--- src/rtl/ir_pulse_rx.sv ---
module ir_pulse_rx #(
  parameter int DEPTH       = 64,
  parameter int INIT_CYCLES = 16
) (
  input  logic        clk,
  input  logic        rst_n,
  input  logic        ir_in,
  input  logic        reg_wr,
  input  logic        reg_rd,
  input  logic [5:0]  reg_addr,
  input  logic [31:0] reg_wdata,
  output logic [31:0] reg_rdata,
  output logic        irq
);
  localparam int AW = $clog2(DEPTH);
  localparam int CW = AW + 1;
  localparam int IW = $clog2(INIT_CYCLES + 1);

  localparam logic [5:0] A_EN  = 6'h00, A_CFG = 6'h04, A_BUSY = 6'h1C, A_CNT = 6'h20,
                         A_DAT = 6'h24, A_MSK = 6'h28, A_ST   = 6'h2C, A_CLR = 6'h30,
                         A_GO  = 6'h34;

  typedef enum logic [1:0] {WAIT_FALL, PH_LOW, PH_HIGH} phase_t;

  logic          en_q, run_q;
  logic [31:0]   cfg_q;
  logic [IW-1:0] busy_cnt;
  logic [2:0]    mask_q, st_q;
  logic          s1, s2, s_d;
  phase_t        ph;
  logic [6:0]    pre_cnt;
  logic [3:0]    dec_cnt;
  logic [15:0]   lo_cnt, hi_cnt;
  logic [31:0]   mem [DEPTH];
  logic [AW-1:0] wp, rp;
  logic [CW-1:0] cnt, cnt_nx;

  wire busy   = busy_cnt != '0;
  wire fall   = s_d & ~s2;
  wire rise   = ~s_d & s2;
  wire tick   = pre_cnt == cfg_q[6:0];
  wire unit   = tick && dec_cnt == 4'd9;
  wire tmo_hit = ({1'b0, lo_cnt} + {1'b0, hi_cnt}) >= {1'b0, cfg_q[31:16]};
  wire push   = run_q && ph == PH_HIGH && (tmo_hit || fall);
  wire full   = cnt == CW'(DEPTH);
  wire empty  = cnt == '0;
  wire do_push = push && !full;
  wire pop    = reg_rd && reg_addr == A_DAT && !empty;
  wire phase_rst = run_q && ((ph == WAIT_FALL && fall) || (ph == PH_LOW && rise) ||
                             (ph == PH_HIGH && fall && !tmo_hit));

  assign cnt_nx = cnt + CW'(do_push) - CW'(pop);
  assign irq    = |(st_q & ~mask_q);

  always_comb begin
    case (reg_addr)
      A_EN:    reg_rdata = {31'b0, en_q};
      A_CFG:   reg_rdata = cfg_q;
      A_BUSY:  reg_rdata = {31'b0, busy};
      A_CNT:   reg_rdata = 32'(cnt);
      A_DAT:   reg_rdata = empty ? 32'b0 : mem[rp];
      A_MSK:   reg_rdata = {21'b0, mask_q, 8'b0};
      A_ST:    reg_rdata = {5'b0, st_q, 13'b0, st_q, 8'b0};
      default: reg_rdata = 32'b0;
    endcase
  end

  always_ff @(posedge clk or negedge rst_n) begin
    if (!rst_n) begin
      en_q     <= 1'b0;
      run_q    <= 1'b0;
      busy_cnt <= '0;
      cfg_q    <= 32'h3E80_0080;
      mask_q   <= 3'b111;
    end else begin
      if (busy) busy_cnt <= busy_cnt - IW'(1);
      if (reg_wr) begin
        case (reg_addr)
          A_EN: begin
            en_q <= reg_wdata[0];
            busy_cnt <= reg_wdata[0] ? IW'(INIT_CYCLES) : '0;
            if (!reg_wdata[0]) run_q <= 1'b0;
          end
          A_CFG: cfg_q  <= reg_wdata;
          A_MSK: mask_q <= reg_wdata[10:8];
          A_GO:  if (en_q && !busy) run_q <= 1'b1;
          default: ;
        endcase
      end
    end
  end

  always_ff @(posedge clk or negedge rst_n) begin
    if (!rst_n) begin
      s1 <= 1'b1;
      s2 <= 1'b1;
      s_d <= 1'b1;
    end else begin
      s1 <= ir_in;
      s2 <= s1;
      s_d <= s2;
    end
  end

  always_ff @(posedge clk or negedge rst_n) begin
    if (!rst_n) begin
      pre_cnt <= '0;
      dec_cnt <= '0;
    end else if (phase_rst || !run_q) begin
      pre_cnt <= '0;
      dec_cnt <= '0;
    end else if (tick) begin
      pre_cnt <= '0;
      dec_cnt <= (dec_cnt == 4'd9) ? 4'd0 : dec_cnt + 4'd1;
    end else begin
      pre_cnt <= pre_cnt + 7'd1;
    end
  end

  always_ff @(posedge clk or negedge rst_n) begin
    if (!rst_n) begin
      ph     <= WAIT_FALL;
      lo_cnt <= '0;
      hi_cnt <= '0;
    end else if (!run_q) begin
      ph <= WAIT_FALL;
    end else begin
      case (ph)
        WAIT_FALL: if (fall) begin
          ph <= PH_LOW;
          lo_cnt <= '0;
          hi_cnt <= '0;
        end
        PH_LOW:
          if (rise) ph <= PH_HIGH;
          else if (unit && lo_cnt != 16'hFFFF) lo_cnt <= lo_cnt + 16'd1;
        PH_HIGH:
          if (tmo_hit) ph <= WAIT_FALL;
          else if (fall) begin
            ph <= PH_LOW;
            lo_cnt <= '0;
            hi_cnt <= '0;
          end else if (unit) hi_cnt <= hi_cnt + 16'd1;
        default: ph <= WAIT_FALL;
      endcase
    end
  end

  always_ff @(posedge clk) begin
    if (do_push) mem[wp] <= {hi_cnt, lo_cnt};
  end

  always_ff @(posedge clk or negedge rst_n) begin
    if (!rst_n) begin
      wp   <= '0;
      rp   <= '0;
      cnt  <= '0;
      st_q <= '0;
    end else begin
      if (do_push) wp <= wp + AW'(1);
      if (pop)     rp <= rp + AW'(1);
      cnt <= cnt_nx;
      if (reg_wr && reg_addr == A_CLR) begin
        if (reg_wdata[16]) st_q[0] <= 1'b0;
        if (reg_wdata[17]) st_q[1] <= 1'b0;
        if (reg_wdata[18] && empty) st_q[2] <= 1'b0;
      end
      if (do_push && 32'(cnt_nx) > 32'(cfg_q[13:8])) st_q[0] <= 1'b1;
      if (push && tmo_hit) st_q[1] <= 1'b1;
      if (push && full)    st_q[2] <= 1'b1;
    end
  end

  p_count_bound_r6: assert property (@(posedge clk) disable iff (!rst_n)
    cnt <= CW'(DEPTH));
  p_pop_takes_one_r6: assert property (@(posedge clk) disable iff (!rst_n)
    (pop && !do_push) |=> (cnt == $past(cnt) - CW'(1)));
  p_full_holds_r8: assert property (@(posedge clk) disable iff (!rst_n)
    (push && full && !pop) |=> (cnt == CW'(DEPTH) && st_q[2]));
  p_tmo_flag_r5: assert property (@(posedge clk) disable iff (!rst_n)
    (push && tmo_hit) |=> (st_q[1] && ph == WAIT_FALL));
  p_busy_blocks_start_r2: assert property (@(posedge clk) disable iff (!rst_n)
    busy |=> !$rose(run_q));
endmodule

--- config.mk ---
export PLATFORM = sky130hd
export DESIGN_NAME = ir_pulse_rx
export DESIGN_NICKNAME = d
export VERILOG_FILES = /design/src/rtl/ir_pulse_rx.sv
export SDC_FILE = /design/constraint.sdc
export NUM_CORES = 2
export LEC_CHECK = 0
export CAP_MARGIN = 25
export CORE_ASPECT_RATIO = 0.9
export CORE_UTILIZATION = 54
export DETAILED_ROUTE_END_ITERATION = 6
export DONT_BUFFER_PORTS = 1
export GPL_TIMING_DRIVEN = 1
export PLACE_DENSITY_LB_ADDON = 0.15
export SLEW_MARGIN = 40
export SYNTH_ARGS = -nofsm -noshare
export SYNTH_HDL_FRONTEND = slang
export SYNTH_SLANG_ARGS = --single-unit
--- constraint.sdc ---
create_clock -name clk -period 10.55 [get_ports clk]
set_clock_uncertainty 0.05 [all_clocks]
set_input_delay 2.11 -clock clk [delete_from_list [all_inputs] [get_ports clk]]
set_output_delay 2.11 -clock clk [all_outputs]
set_load 0.005 [all_outputs]
==> run summary <==
The worst setup path is of the flip-flop to flip-flop kind. For the final count of negative-setup-slack endpoints, the log shows 0. 76 I/O pins were placed.

In this run the clock root is driven by a sky130_fd_sc_hd__clkbuf_16. The most used flip-flop cell after synthesis is sky130_fd_sc_hd__edfxtp_1. Synthesis instantiated 62 different standard cells from the library.

After technology mapping, the gate count stands at 3803. Clock tree synthesis inserted a total of 208 buffers. The worst relative slew slack was 0.378; the ratio of total power to cell area was 187 nW/um2. STA classifies the critical path endpoint as a flip-flop. Relative to the synthesized area, the layout overhead comes to 12.5%. The number of failing hold endpoints at the final stage is 0, and the clock net sink count is 2160. In this run the power spent charging and discharging nets is 3980 uW. The combinational power share came out at 0.076.

The clock latency at the later pin of the worst-skew pair was 0.82 ns. Each instance of the synthesized netlist takes up on average 22.4 um2. The detailed router placed 41060 vias in this run.

Using the TritonRoute via totals, the vias-per-cell ratio works out to 6.57. The number of global-route vias before repair was 40554. For the sum of negative setup slack, the log shows 0 ns. The switching share of power is 0.222, and the wire length of the first global-routing pass is 304000 um. The internal portion of the total power is 13900 uW.

The run gives 0 as the number of warnings issued by yosys. The slowest stage of the critical path belongs to the cell sky130_fd_sc_hd__nand4_1. The run gives 0.524 as the part of the total power dissipated in sequential elements. The data arrival time of the critical path was 8.77 ns; the DRC violations left was 0. Kind of path behind the tightest hold check: flip-flop to flip-flop.

Count of nets after finishing: 4089. Synthesis inferred 2160 register bits. The sum of internal, switching and leakage power is 17900 uW, and the clock-pin slew reported for the worst setup and hold paths after clock tree synthesis is 0.06 ns.

On the worst path, the slowest cell contributes a delay of 0.67 ns. The multi-input combinational cells in the finished layout cover a total of 20300 um2. The share of the clock period used by the worst path after layout is 0.771.

For the post-synth design cell area, the log shows 85000 um2. The synthesized design spends more area on one cell type than any other, namely sky130_fd_sc_hd__edfxtp_1. The wire-length estimate of the detail-placed layout is 118000 um. The count of nets left with antenna violations once routing finished came out at 0. Across the VDD grid, the largest voltage drop is 0.164 mV. The longest clock path from root to sink contains 3 buffers. The overall routing resource usage was 0.275.

The total setup buffers inserted after CTS came out at 0. The layout has 10617 filler cells. The top cell types in the final layout, fill and taps aside, are sky130_fd_sc_hd__edfxtp_1, sky130_fd_sc_hd__mux4_2, sky130_fd_sc_hd__clkbuf_16, sky130_fd_sc_hd__buf_4, sky130_fd_sc_hd__nor2_4.

In the post-synthesis netlist, the biggest area contributors are sky130_fd_sc_hd__edfxtp_1, sky130_fd_sc_hd__mux4_2, sky130_fd_sc_hd__dfrtp_1. During placement, the flow inserted port buffers numbering 0. The H-tree was split into 4 levels.

The fraction of layout instances using a drive strength above 1 was 0.305; the total of max-cap violations was 0. TritonCTS built the clock tree. The post-layout minimum cycle time works out to 8.14 ns. Hold repair after CTS inserted 0 buffers. The run gives 0.399 as the clock network fraction of total power. Summing all flip-flop and latch instances after layout gives 64400 um2. Most frequent cell on the critical path: sky130_fd_sc_hd__ha_1. The proportion of netlist area held by the largest area contributor is 0.723.

The floorplan has 137 rows. The first detailed-routing pass took 5 iterations. The most frequent standard cell in the layout excluding fill and tap cells was sky130_fd_sc_hd__edfxtp_1. Area of the core region: 156000 um2. The die is 420 um wide.

The congestion estimate from routability-driven global placement came to 0.891. After the first detailed-routing iteration, the DRC count stood at 5530. The tools report the starting utilization of the core area as 0.546. When the netlist entered floorplanning its net count stood at 3903. Summed over all layers, the global routing overflow is 0. The max-slew violation count was 0; the final wirelength was 215000 um. The initial antenna violation count was 13. For the die outline area, the log shows 159000 um2. The largest net degree at the start of global routing is 113, and the biggest fanout along the worst timing path is 69. Worst endpoint required time: 11.19 ns.

STA classifies the critical path startpoint as a flip-flop. For the pin with the worst max-slew slack, the measured transition is 0.930 ns. Setup repair after global routing left no endpoint under its margin.

The leakage power is 0.0247 uW, and the achievable frequency is 0.123 GHz. The run finished with clean final reports. The share of async-settable or async-resettable flops after synthesis is 0.0519, and the post-cts gate resize count is 0. The post-synthesis sequential area ratio is 0.757, and the number of enable flip-flop cells after synthesis is 2048.

The wire length per cell after detailed routing was 34.4 um. The die is 378 um tall.
==> synthesized netlist by cell type (36+ instances only) <==
master and n:
sky130_fd_sc_hd__a21oi_1 64, sky130_fd_sc_hd__buf_2 58, sky130_fd_sc_hd__clkbuf_1 95, sky130_fd_sc_hd__dfrtp_1 99
sky130_fd_sc_hd__edfxtp_1 2048, sky130_fd_sc_hd__ha_1 55, sky130_fd_sc_hd__inv_1 58, sky130_fd_sc_hd__mux2_2 51
sky130_fd_sc_hd__mux2i_1 64, sky130_fd_sc_hd__mux4_2 640, sky130_fd_sc_hd__nand2_1 57, sky130_fd_sc_hd__nor2_1 124
sky130_fd_sc_hd__o21ai_0 64, sky130_fd_sc_hd__xnor2_1 36
==> cell type report <==
type                            count  area share
Antenna cell                        4    0.000105
Clock buffer                      266      0.0576
Clock inverter                    114      0.0102
Inverter                           58     0.00228
Multi-Input combinational cell   1396       0.212
Sequential cell                  2160       0.673
Tap cell                         2085      0.0273
Timing Repair Buffer              165      0.0174
==> critical path: cells and delay by family, from the launching register on <==
family                   cells  cell delay (ns)
AO/OA/AOI/OAI               12             2.41
XOR/XNOR                     2             0.37
adder cells (fa/ha/maj)      7             2.17
buffers and inverters        4             0.78
flip-flops                   1             0.34
AND/OR/NAND/NOR              7             1.89
==> final timing paths <==
check	start	slack [ns]	endpoint	cells past startpoint
setup / recovery	lo_cnt[0]	2.41	st_q[0]	32
hold / removal	s1	0.34	s2	0
setup reg to reg	lo_cnt[0]	2.41	st_q[0]	32
hold reg to reg	s1	0.34	s2	0
max in group asynchronous	rst_n	9.23	mask_q[1]	0
min in group asynchronous	rst_n	0.94	pre_cnt[6]	0
==> state kept, by name, indices dropped and copies added, names as in the netlist <==
| name | flops |
|---|---|
| mask_q | 3 |
| cfg_q | 32 |
| cnt | 7 |
| rp | 6 |
| en_q | 1 |
| s_d | 1 |
| st_q | 3 |
| hi_cnt | 16 |
| dec_cnt | 4 |
| pre_cnt | 7 |
| ph | 2 |
| wp | 6 |
| mem | 2048 |
| busy_cnt | 5 |
| lo_cnt | 16 |
| s2 | 1 |
| s1 | 1 |
| run_q | 1 |
==> power groups by stage <==
stage	clock network, uW	logic, uW	registers (uW)
2_1_floorplan	0	1040	9510
3_3_place_gp	0	1380	9570
3_5_place_dp	0	1380	9570
4_1_cts	7240	1390	9390
5_1_grt	7550	1490	9390
6_report	7140	1370	9390
==> routing by layer <==
metal / track usage / vias up / part of all wire
met4: 0.0606 / 4 / 0.024
met1: 0.416 / 22325 / 0.42
met2: 0.419 / 1992 / 0.46
met3: 0.0551 / 276 / 0.094
met5: 0 / - / 0.00015
li1: - / 16463 / -
==> logic make-up after synthesis <==
group           count (synthesis)  share of synthesized area
flops                        2160                      0.757
mux                           755                      0.184
simple gates                  325                     0.0188
buf+inv                       247                     0.0120
compound gates                216                     0.0158
fa+ha+maj                      57                    0.00857
xor+xnor                       43                    0.00443
==> per-stage QoR <==
stage          std cells  utilization  hold slack, ns  worst slack, ns  instance area [um2]
2_1_floorplan       3803            -           0.295             3.83                85000
3_3_place_gp        5831        0.569           0.325             2.77                88500
3_5_place_dp        5858        0.572           0.322             2.62                89000
4_1_cts             6238        0.613           0.337             2.59                95500
5_1_grt             6244        0.614           0.345             1.92                95600
6_report            6248        0.614           0.338             2.41                95600
No activity file was read; power rests on OpenSTA's default activity.
